===== src/rtl/cal_pkg.sv =====
package cal_pkg;

   typedef enum logic [2:0] {
      SEL_SEC   = 3'd0,
      SEL_MIN   = 3'd1,
      SEL_HOUR  = 3'd2,
      SEL_WDAY  = 3'd3,
      SEL_MDAY  = 3'd4,
      SEL_MONTH = 3'd5,
      SEL_YEAR  = 3'd6
   } field_sel_e;

   localparam int NUM_FIELDS = 7;

   localparam logic [7:0] MASK_SEC   = 8'h7F;
   localparam logic [7:0] MASK_MIN   = 8'h7F;
   localparam logic [7:0] MASK_HOUR  = 8'h7F;
   localparam logic [7:0] MASK_WDAY  = 8'h07;
   localparam logic [7:0] MASK_MDAY  = 8'h3F;
   localparam logic [7:0] MASK_MONTH = 8'h1F;
   localparam logic [7:0] MASK_YEAR  = 8'hFF;

   // add one to a two-digit packed BCD value
   function automatic logic [7:0] bcd_inc(input logic [7:0] v);
      logic [7:0] r;
      if (v[3:0] == 4'd9) r = {v[7:4] + 4'd1, 4'd0};
      else                r = {v[7:4], v[3:0] + 4'd1};
      return r;
   endfunction

   // leap when the BCD year is a multiple of four
   function automatic logic bcd_leap(input logic [7:0] y);
      logic [7:0] b;
      b = ({4'd0, y[7:4]} * 8'd10) + {4'd0, y[3:0]};
      return (b[1:0] == 2'b00);
   endfunction

   // last day of a BCD month
   function automatic logic [7:0] bcd_last_day(input logic [4:0] mo, input logic leap);
      logic [7:0] r;
      case (mo)
         5'h02:                      r = leap ? 8'h29 : 8'h28;
         5'h04, 5'h06, 5'h09, 5'h11: r = 8'h30;
         default:                    r = 8'h31;
      endcase
      return r;
   endfunction

endpackage


===== src/rtl/cal_prescaler.sv =====
module cal_prescaler #(
   parameter int DIV = 32768
) (
   input  logic clk,
   input  logic rst_n,
   input  logic tick_en,
   input  logic restart,
   output logic sec_tick,
   output logic sq_out
);
   localparam int CW   = (DIV > 2) ? $clog2(DIV) : 1;
   localparam int HALF = DIV / 2;
   localparam logic [CW-1:0] LAST   = CW'(DIV - 1);
   localparam logic [CW-1:0] HALF_V = CW'(HALF);
   localparam bit POW2 = ((1 << CW) == DIV);

   generate
      if (DIV < 2 || (DIV % 2) != 0) begin : g_bad_div
         $error("cal_prescaler: DIV must be even and at least 2");
      end
   endgenerate

   logic [CW-1:0] cnt;
   logic [CW-1:0] cnt_nxt;
   logic          at_last;

   generate
      if (POW2) begin : g_wrap_free
         assign at_last = &cnt;
         assign cnt_nxt = cnt + 1'b1;
      end else begin : g_wrap_cmp
         assign at_last = (cnt == LAST);
         assign cnt_nxt = at_last ? '0 : cnt + 1'b1;
      end
   endgenerate

   always_ff @(posedge clk) begin
      if (!rst_n)       cnt <= '0;
      else if (restart) cnt <= '0;
      else if (tick_en) cnt <= cnt_nxt;
   end

   assign sec_tick = tick_en && at_last;
   assign sq_out   = (cnt < HALF_V);


   restart_gap_chk: assert property (@(posedge clk) disable iff (!rst_n)
      restart |=> !sec_tick);

   sq_high_after_tick_chk: assert property (@(posedge clk) disable iff (!rst_n)
      sec_tick |=> sq_out);

   sq_rise_origin_chk: assert property (@(posedge clk) disable iff (!rst_n)
      $rose(sq_out) |-> ($past(sec_tick) || $past(restart)));

endmodule


===== src/rtl/cal_bcd_field.sv =====
module cal_bcd_field
   import cal_pkg::*;
#(
   parameter logic [7:0] FLOOR = 8'h00,
   parameter logic [7:0] MASK  = 8'hFF
) (
   input  logic       clk,
   input  logic       rst_n,
   input  logic       inc,
   input  logic       wr,
   input  logic [7:0] wdata,
   input  logic [7:0] lim,
   output logic [7:0] q,
   output logic       carry
);
   logic at_top;
   logic [7:0] q_nxt;

   assign at_top = (q == lim);
   assign carry  = inc && at_top;

   always_comb begin
      q_nxt = q;
      if (wr)       q_nxt = wdata & MASK;
      else if (inc) q_nxt = at_top ? FLOOR : (bcd_inc(q) & MASK);
   end

   always_ff @(posedge clk) begin
      if (!rst_n) q <= FLOOR;
      else        q <= q_nxt;
   end


   wrap_to_floor_chk: assert property (@(posedge clk) disable iff (!rst_n)
      (carry && !wr) |=> (q == FLOOR));

   hold_idle_chk: assert property (@(posedge clk) disable iff (!rst_n)
      (!inc && !wr) |=> $stable(q));

   spare_bits_zero_chk: assert property (@(posedge clk) disable iff (!rst_n)
      (q & ~MASK) == 8'h00);

endmodule


===== src/rtl/cal_hour_field.sv =====
module cal_hour_field
   import cal_pkg::*;
(
   input  logic       clk,
   input  logic       rst_n,
   input  logic       inc,
   input  logic       wr,
   input  logic [7:0] wdata,
   output logic [7:0] q,
   output logic       day_carry
);
   logic       fmt12;
   logic       pm;
   logic [7:0] h12_inc;
   logic [7:0] h24_inc;
   logic [7:0] adv;
   logic       wrap_day;

   assign fmt12   = q[6];
   assign pm      = q[5];
   assign h12_inc = bcd_inc({3'b000, q[4:0]});
   assign h24_inc = bcd_inc({2'b00, q[5:0]});

   always_comb begin
      adv      = q;
      wrap_day = 1'b0;
      if (fmt12) begin
         if (q[4:0] == 5'h11) begin
            adv      = {1'b0, 1'b1, ~pm, 5'h12};
            wrap_day = pm;
         end else if (q[4:0] == 5'h12) begin
            adv = {1'b0, 1'b1, pm, 5'h01};
         end else begin
            adv = {1'b0, 1'b1, pm, h12_inc[4:0]};
         end
      end else begin
         if (q[5:0] == 6'h23) begin
            adv      = 8'h00;
            wrap_day = 1'b1;
         end else begin
            adv = {2'b00, h24_inc[5:0]};
         end
      end
   end

   assign day_carry = inc && wrap_day;

   always_ff @(posedge clk) begin
      if (!rst_n)   q <= 8'h00;
      else if (wr)  q <= wdata & MASK_HOUR;
      else if (inc) q <= adv;
   end


   format_kept_chk: assert property (@(posedge clk) disable iff (!rst_n)
      !wr |=> (q[6] == $past(q[6])));

   midnight_value_chk: assert property (@(posedge clk) disable iff (!rst_n)
      (day_carry && !wr) |=> (q[6] ? (q[5:0] == 6'h12) : (q[5:0] == 6'h00)));

   hour_bit7_chk: assert property (@(posedge clk) disable iff (!rst_n)
      q[7] == 1'b0);

endmodule


===== src/rtl/bcd_calendar.sv =====
module bcd_calendar
   import cal_pkg::*;
#(
   parameter int DIV = 32768
) (
   input  logic       clk,
   input  logic       rst_n,
   input  logic       tick32k_en,
   input  logic       wr_en,
   input  logic [2:0] wr_sel,
   input  logic [7:0] wr_data,
   output logic [7:0] sec_o,
   output logic [7:0] min_o,
   output logic [7:0] hour_o,
   output logic [7:0] wday_o,
   output logic [7:0] mday_o,
   output logic [7:0] month_o,
   output logic [7:0] year_o,
   output logic       pulse_1hz_o
);
   logic [NUM_FIELDS-1:0] wr_hit;

   generate
      for (genvar i = 0; i < NUM_FIELDS; i++) begin : g_wr_dec
         assign wr_hit[i] = wr_en && (wr_sel == 3'(i));
      end
   endgenerate

   logic sec_tick;
   logic c_sec, c_min, c_day, c_wday, c_mday, c_month, c_year;
   logic [7:0] mday_last;

   cal_prescaler #(.DIV(DIV)) u_pre (
      .clk      (clk),
      .rst_n    (rst_n),
      .tick_en  (tick32k_en),
      .restart  (wr_hit[SEL_SEC]),
      .sec_tick (sec_tick),
      .sq_out   (pulse_1hz_o)
   );

   cal_bcd_field #(.FLOOR(8'h00), .MASK(MASK_SEC)) u_sec (
      .clk(clk), .rst_n(rst_n), .inc(sec_tick), .wr(wr_hit[SEL_SEC]),
      .wdata(wr_data), .lim(8'h59), .q(sec_o), .carry(c_sec)
   );

   cal_bcd_field #(.FLOOR(8'h00), .MASK(MASK_MIN)) u_min (
      .clk(clk), .rst_n(rst_n), .inc(c_sec), .wr(wr_hit[SEL_MIN]),
      .wdata(wr_data), .lim(8'h59), .q(min_o), .carry(c_min)
   );

   cal_hour_field u_hour (
      .clk(clk), .rst_n(rst_n), .inc(c_min), .wr(wr_hit[SEL_HOUR]),
      .wdata(wr_data), .q(hour_o), .day_carry(c_day)
   );

   cal_bcd_field #(.FLOOR(8'h01), .MASK(MASK_WDAY)) u_wday (
      .clk(clk), .rst_n(rst_n), .inc(c_day), .wr(wr_hit[SEL_WDAY]),
      .wdata(wr_data), .lim(8'h07), .q(wday_o), .carry(c_wday)
   );

   assign mday_last = bcd_last_day(month_o[4:0], bcd_leap(year_o));

   cal_bcd_field #(.FLOOR(8'h01), .MASK(MASK_MDAY)) u_mday (
      .clk(clk), .rst_n(rst_n), .inc(c_day), .wr(wr_hit[SEL_MDAY]),
      .wdata(wr_data), .lim(mday_last), .q(mday_o), .carry(c_mday)
   );

   cal_bcd_field #(.FLOOR(8'h01), .MASK(MASK_MONTH)) u_month (
      .clk(clk), .rst_n(rst_n), .inc(c_mday), .wr(wr_hit[SEL_MONTH]),
      .wdata(wr_data), .lim(8'h12), .q(month_o), .carry(c_month)
   );

   cal_bcd_field #(.FLOOR(8'h00), .MASK(MASK_YEAR)) u_year (
      .clk(clk), .rst_n(rst_n), .inc(c_month), .wr(wr_hit[SEL_YEAR]),
      .wdata(wr_data), .lim(8'h99), .q(year_o), .carry(c_year)
   );


   wday_moves_on_day_chk: assert property (@(posedge clk) disable iff (!rst_n)
      (c_day && !wr_hit[SEL_WDAY]) |=> (wday_o != $past(wday_o)));

   month_moves_on_last_chk: assert property (@(posedge clk) disable iff (!rst_n)
      (c_mday && !wr_hit[SEL_MDAY]) |=> (mday_o == 8'h01));

   write_wins_chk: assert property (@(posedge clk) disable iff (!rst_n)
      (wr_hit[SEL_MIN] && ((wr_data & MASK_MIN) == wr_data)) |=> (min_o == $past(wr_data)));

endmodule


===== config.mk =====
export PLATFORM = sky130hd
export DESIGN_NAME = bcd_calendar
export DESIGN_NICKNAME = d
export VERILOG_FILES = /design/src/rtl/cal_pkg.sv /design/src/rtl/cal_prescaler.sv /design/src/rtl/cal_bcd_field.sv /design/src/rtl/cal_hour_field.sv /design/src/rtl/bcd_calendar.sv
export SDC_FILE = /design/constraint.sdc
export NUM_CORES = 1
export LEC_CHECK = 0
export BUFFER_PORTS_ARGS = -buffer_cell sky130_fd_sc_hd__buf_4
export CAP_MARGIN = 20
export CORE_MARGIN = 4
export CORE_UTILIZATION = 55
export CTS_CLUSTER_SIZE = 24
export DETAILED_ROUTE_END_ITERATION = 16
export PLACE_DENSITY = 0.77
export SYNTH_ARGS = -nofsm -noshare
export SYNTH_HDL_FRONTEND = slang
export SYNTH_HIERARCHICAL = 1
export SYNTH_SLANG_ARGS = --single-unit

===== constraint.sdc =====
create_clock -name clk -period 6.8 [get_ports clk]
set_clock_uncertainty 0.2 [all_clocks]
set_input_delay 0.68 -clock clk [delete_from_list [all_inputs] [get_ports clk]]
set_output_delay 0.68 -clock clk [all_outputs]
set_load 0.02 [all_outputs]

==> impl_metrics.env, run 1 <==
export IMPL_outcome="completed"
export IMPL_ant_nets=0
export IMPL_cp_required_ns=6.86
export IMPL_intPower_uw=584
export IMPL_via_per_inst=5.59
export IMPL_insertion_delay_ns=0.33
export IMPL_clk_pin_slew_worst_paths_ns=0.07
export IMPL_critPathKind="reg2reg"
export IMPL_syn2layout_area_growth_pct=17.9
export IMPL_globalplace_congestion=0.874
export IMPL_grt_pass1_wl_um=17600
export IMPL_fin_crit_ns=5.37
export IMPL_mostFrequentLayoutCell="conb_1"
export IMPL_core_area_mm2=0.00777
export IMPL_startpoint_type="register"
export IMPL_post_synth_cell_area_avg_um2=8.35
export IMPL_holdPathStages=2
export IMPL_antenna_found_initial=0
export IMPL_syn_inst=531
export IMPL_cts_root_buf="clkbuf_8"
export IMPL_fmax_ghz=0.186
export IMPL_antenna_cells=0
export IMPL_cts_tree="yes"
export IMPL_synthesis_area_mm2=0.00444
export IMPL_reg2reg_depth=19
export IMPL_p_clk_share_pct=38.5
export IMPL_power_frac_seq_pct=45.1
export IMPL_grt_pass1_vias=3783
export IMPL_drive_gt1_share_pct=17.6
export IMPL_setup_viol=0
export IMPL_critPathMaxFanout=17
export IMPL_rsz0062_at_grt="false"
export IMPL_fin_nets=654
export IMPL_cts_max_path_buffers=2
export IMPL_final_cell_mix="conb_1, buf_4, dfxtp_1"
export IMPL_firstDrtPassIters=4
export IMPL_numCtsBuffers=9
export IMPL_io_buffer_count=58
export IMPL_drtIter0Drc=142
export IMPL_die_h_um=97.8
export IMPL_rows=32
export IMPL_die_w_um=97.8
export IMPL_avgRoutedWirePerCell_um=14.4
export IMPL_drc_errors=0
export IMPL_grt_max_degree=35
export IMPL_track_usage_pct=21.7
export IMPL_hold_viol_final=0
export IMPL_tightest_slew_ns=1.01
export IMPL_cts_resized=0
export IMPL_cp_end_kind="register"
export IMPL_setup_tns_final_ns=0
export IMPL_p_sw_uw=237
export IMPL_powerDensity_mw_per_mm2=157
export IMPL_fill_cells=674
export IMPL_initial_core_util_pct=57.1
export IMPL_arrival_ns=5.44
export IMPL_hold_worst_slack_ns=0.272
export IMPL_wl_um=10600
export IMPL_die_area_mm2=0.00956
export IMPL_hpwl_um=7830
export IMPL_p_comb_share_pct=16.4
export IMPL_hold_path_class="reg2reg"
export IMPL_swShare_pct=28.9
export IMPL_post_route_period_util_pct=79.0
export IMPL_vias=4095
export IMPL_cts_setup_buffers=0
export IMPL_global_route_overflow_total=0
export IMPL_vdd_drop_max_v=0.0000699
export IMPL_clkSinkCount=58
export IMPL_p_leak_nw=2.13
export IMPL_holdBufCountCts=0
export IMPL_slew_viol_final=0
export IMPL_timing_slew_headroom_pct=32.3
export IMPL_maxCapViolCount=0
export IMPL_ios=72
export IMPL_cts_htree_levels=3
export IMPL_yosys_warnings=6
## stage by stage
stage	total power [mW]	cell area (um^2)	setup WS [ns]	cells	util [%]
floorplan	0.472	4640	1.38	585	-
global placement	0.507	5030	1.42	716	64.8
detailed placement	0.511	5030	1.20	716	64.8
CTS	0.827	5230	1.44	732	67.3
global route	0.856	5230	0.831	732	67.3
finish	0.821	5230	1.43	732	67.3
## sequential cells by signal (all words and copies together) (netlist names)
signal and count:
u_mday/q 6, u_month/q 5, u_hour/q 7, u_wday/q 3, u_min/q 7, u_sec/q 7
u_pre/cnt 15, u_year/q 8
## per-layer routing
| metal | global-route usage [%] | vias up | share of wire (%) |
|---|---|---|---|
| li1 | - | 2052 | - |
| met1 | 28.0 | 1922 | 45 |
| met2 | 36.6 | 105 | 49 |
| met3 | 3.14 | 16 | 4.4 |
| met4 | 8.52 | 0 | 1.7 |
| met5 | 0 | - | 0 |
## layout make-up
class / count / area [um^2] / area share, %
Clock buffer: 12 / 145 / 2.78
Clock inverter: 4 / 51.3 / 0.981
Inverter: 26 / 97.6 / 1.87
Multi-Input combinational cell: 469 / 3190 / 61.0
Sequential cell: 58 / 1160 / 22.2
Tap cell: 102 / 128 / 2.44
Timing Repair Buffer: 61 / 458 / 8.76
## worst paths after layout
check	startpoint	to	slack (ns)
worst max-delay path	u_pre/cnt[0]	u_year/q[1]	1.43
worst min-delay path	u_pre/cnt[14]	u_pre/cnt[14]	0.27
worst max register to register	u_pre/cnt[0]	u_year/q[1]	1.43
worst min register to register	u_pre/cnt[14]	u_pre/cnt[14]	0.27
## critical path, cell delays in order, from the launching register on
cell and delay (ns):
dfxtp_1 0.41, ha_1 0.22, nand2_1 0.16, nor4_1 0.41
and2_1 0.35, nand2b_1 0.08, nor4_1 0.25, and2_1 0.36
nand2b_1 0.11, nor4_1 0.24, and2_1 0.35, nor2b_1 0.25
nand2_1 0.10, a21oi_1 0.15, buf_4 0.22, and2_1 0.33
and3_2 0.34, nor2_1 0.09, or4_1 0.55, a21oi_1 0.12
## power by group through the flow
stage | logic, mW | clock network, mW | registers, mW
6_report | 0.134 | 0.316 | 0.370
4_1_cts | 0.134 | 0.324 | 0.370
2_1_floorplan | 0.0907 | 0 | 0.382
3_5_place_dp | 0.133 | 0 | 0.378
3_3_place_gp | 0.130 | 0 | 0.377
5_1_grt | 0.147 | 0.337 | 0.373
Power figures use the tool's default switching activity.
==> run 2, diff against run 1 <==
CORE_UTILIZATION = 52   (was 55)
PLACE_DENSITY = 0.76   (was 0.77)
clock period = 4.3 ns   (was 6.8 ns; I/O delays follow)
==> run 2 against run 1 <==
Sequential share of layout area is 0.47 points lower. Largest power group unchanged. Cell count up 1.4%. Worst setup slack got worse by 1.1 ns. First-iteration DRC count up 85%. Utilization shrank 2.0 points. Register-to-register slack worse by 1.1 ns. Count of clock-buffer cells in the layout is 3 lower. Highest routed layer unchanged. Global-route usage hardly changed. Sequential cell count stayed put. Critical path type unchanged.
==> impl_metrics.env, run 2 (synthesis results as in run 1) <==
export IMPL_outcome="completed"
export IMPL_slew_viol_final=0
export IMPL_dpl_cell_area_mm2=0.00520
export IMPL_r2r_end="u_year/q[1]"
export IMPL_fin_area_mm2=0.00539
export IMPL_cp_required_ns=4.37
export IMPL_cts_max_path_buffers=2
export IMPL_io_buffer_count=58
export IMPL_fill_cells=711
export IMPL_firstDrtPassIters=5
export IMPL_p_sw_uw=410
export IMPL_antenna_cells=0
export IMPL_top_regs="u_pre/cnt x15, u_year/q x8"
export IMPL_insertion_delay_ns=0.34
export IMPL_grt_pass1_vias=3896
export IMPL_cp_end_kind="register"
export IMPL_timing_slew_headroom_pct=36.0
export IMPL_final_cell_mix="buf_4, conb_1, dfxtp_1"
export IMPL_setup_viol=0
export IMPL_startpoint_type="register"
export IMPL_via_per_inst=5.63
export IMPL_die_h_um=100
export IMPL_grt_use_met1_pct=28.0
export IMPL_grt_pass1_wl_um=18100
export IMPL_power_frac_seq_pct=46.2
export IMPL_globalplace_congestion=0.968
export IMPL_vdd_drop_max_v=0.000229
export IMPL_syn2layout_area_growth_pct=21.6
export IMPL_p_clk_share_pct=36.3
export IMPL_wl_um=10900
export IMPL_reg2reg_depth=18
export IMPL_total_power_mw=1.26
export IMPL_cts_htree_levels=3
export IMPL_maxCapViolCount=0
export IMPL_reg2reg_slack_ns=0.31
export IMPL_powerDensity_mw_per_mm2=234
export IMPL_cts_tree="yes"
export IMPL_hold_viol_final=0
export IMPL_tightest_slew_ns=0.956
export IMPL_ant_nets=0
export IMPL_fin_nets=661
export IMPL_rsz0062_at_grt="false"
export IMPL_drc_errors=0
export IMPL_avgRoutedWirePerCell_um=14.7
export IMPL_p_comb_share_pct=17.5
export IMPL_numCtsBuffers=9
export IMPL_intPower_uw=854
export IMPL_hpwl_um=7960
export IMPL_critPathMaxFanout=10
export IMPL_mostFrequentLayoutCell="buf_4"
export IMPL_ios=72
export IMPL_hold_worst_slack_ns=0.159
export IMPL_largest_register="u_pre/cnt"
export IMPL_rows=33
export IMPL_p_leak_nw=2.21
export IMPL_fmax_ghz=0.250
export IMPL_grt_max_degree=35
export IMPL_post_route_period_util_pct=92.9
export IMPL_use_met2_pct=36.0
export IMPL_setup_tns_final_ns=0
export IMPL_vias=4181
export IMPL_drtIter0Drc=262
export IMPL_global_route_overflow_total=0
export IMPL_core_area_mm2=0.00826
export IMPL_clkSinkCount=58
export IMPL_globalRouteMet3Util_pct=5.00
export IMPL_antenna_found_initial=0
export IMPL_endpoint="u_year/q[1]"
export IMPL_arrival_ns=4.06
export IMPL_final_core_util_pct=65.3
export IMPL_hold_path_class="in2reg"
export IMPL_startpoint="u_pre/cnt[1]"
export IMPL_grt_busiest_layer="met2"
export IMPL_die_w_um=100
export IMPL_place_ws_ns=0.229
export IMPL_fin_cells=742
export IMPL_drive_gt1_share_pct=22.0
export IMPL_cts_root_buf="clkbuf_8"
export IMPL_clk_pin_slew_worst_paths_ns=0.08
export IMPL_swShare_pct=32.4
export IMPL_die_area_mm2=0.0101
export IMPL_r2r_start="u_pre/cnt[1]"
export IMPL_track_usage_pct=21.7
export IMPL_critPathKind="reg2reg"
export IMPL_fin_crit_ns=3.99
export IMPL_initial_core_util_pct=53.7
export IMPL_largest_reg_flops=15
export IMPL_placedCellCount=725
export IMPL_fin_ws_ns=0.305
-- run 2: final cells by class --
cell class	instances	area [um^2]	share of cell area, %
tap	105	131	2.44
sequential	58	1170	21.7
clock buffer	9	124	2.30
multi-input combinational	469	3300	61.2
inverter	26	97.6	1.81
clock inverter	7	55.1	1.02
timing repair buffer	68	510	9.47
-- run 2: power groups by stage --
stage	clock, mW	combinational, mW	sequential (mW)
6_report	0.459	0.221	0.584
3_5_place_dp	0	0.217	0.597
3_3_place_gp	0	0.211	0.596
2_1_floorplan	0	0.147	0.604
4_1_cts	0.471	0.219	0.584
5_1_grt	0.498	0.242	0.588
-- run 2: critical path: stages (launching register included) --
cell and delay, ns:
dfxtp_4 0.38, ha_4 0.16, nand2_4 0.08, nor4_4 0.28, and2_4 0.21, nand2b_4 0.05, nor4_2 0.25, and2_4 0.21
nand2b_4 0.06, nor4_4 0.22, and2_4 0.23, nor2b_4 0.17, nand2_2 0.09, a21oi_4 0.15, and2_4 0.21, and3_4 0.26
nor2_4 0.05, or4_1 0.52, a21oi_1 0.15
-- run 2: how the worst min path moves through the flow --
stage | from | to | slack [ns] | depth (start not counted)
after floorplan | u_pre/cnt[13] | u_pre/cnt[13] | 0.24 | 2
after global placement | u_pre/cnt[13] | u_pre/cnt[13] | 0.26 | 2
after detailed placement | u_pre/cnt[14] | u_pre/cnt[14] | 0.26 | 2
after CTS | wr_data[6] | u_min/q[6] | 0.15 | 3
after global routing | wr_data[6] | u_min/q[6] | 0.17 | 3
final | wr_data[6] | u_min/q[6] | 0.16 | 3
-- run 2: repair_timing --
| item | 4_1_cts | 5_1_grt |
|---|---|---|
| setup buffers | 0 | 1 |
| hold buffers | 0 | 0 |
| endpoints found under the hold margin | 0 | 0 |
| setup endpoints to repair | 0 | 3 |
| gates resized for setup | 0 | 2 |
-- run 2: layer usage --
layer | part of all wire [%] | up-vias
li1 | - | 2065
met1 | 44 | 1956
met2 | 48 | 148
met3 | 6.6 | 12
met4 | 1.0 | 0
met5 | 0 | -
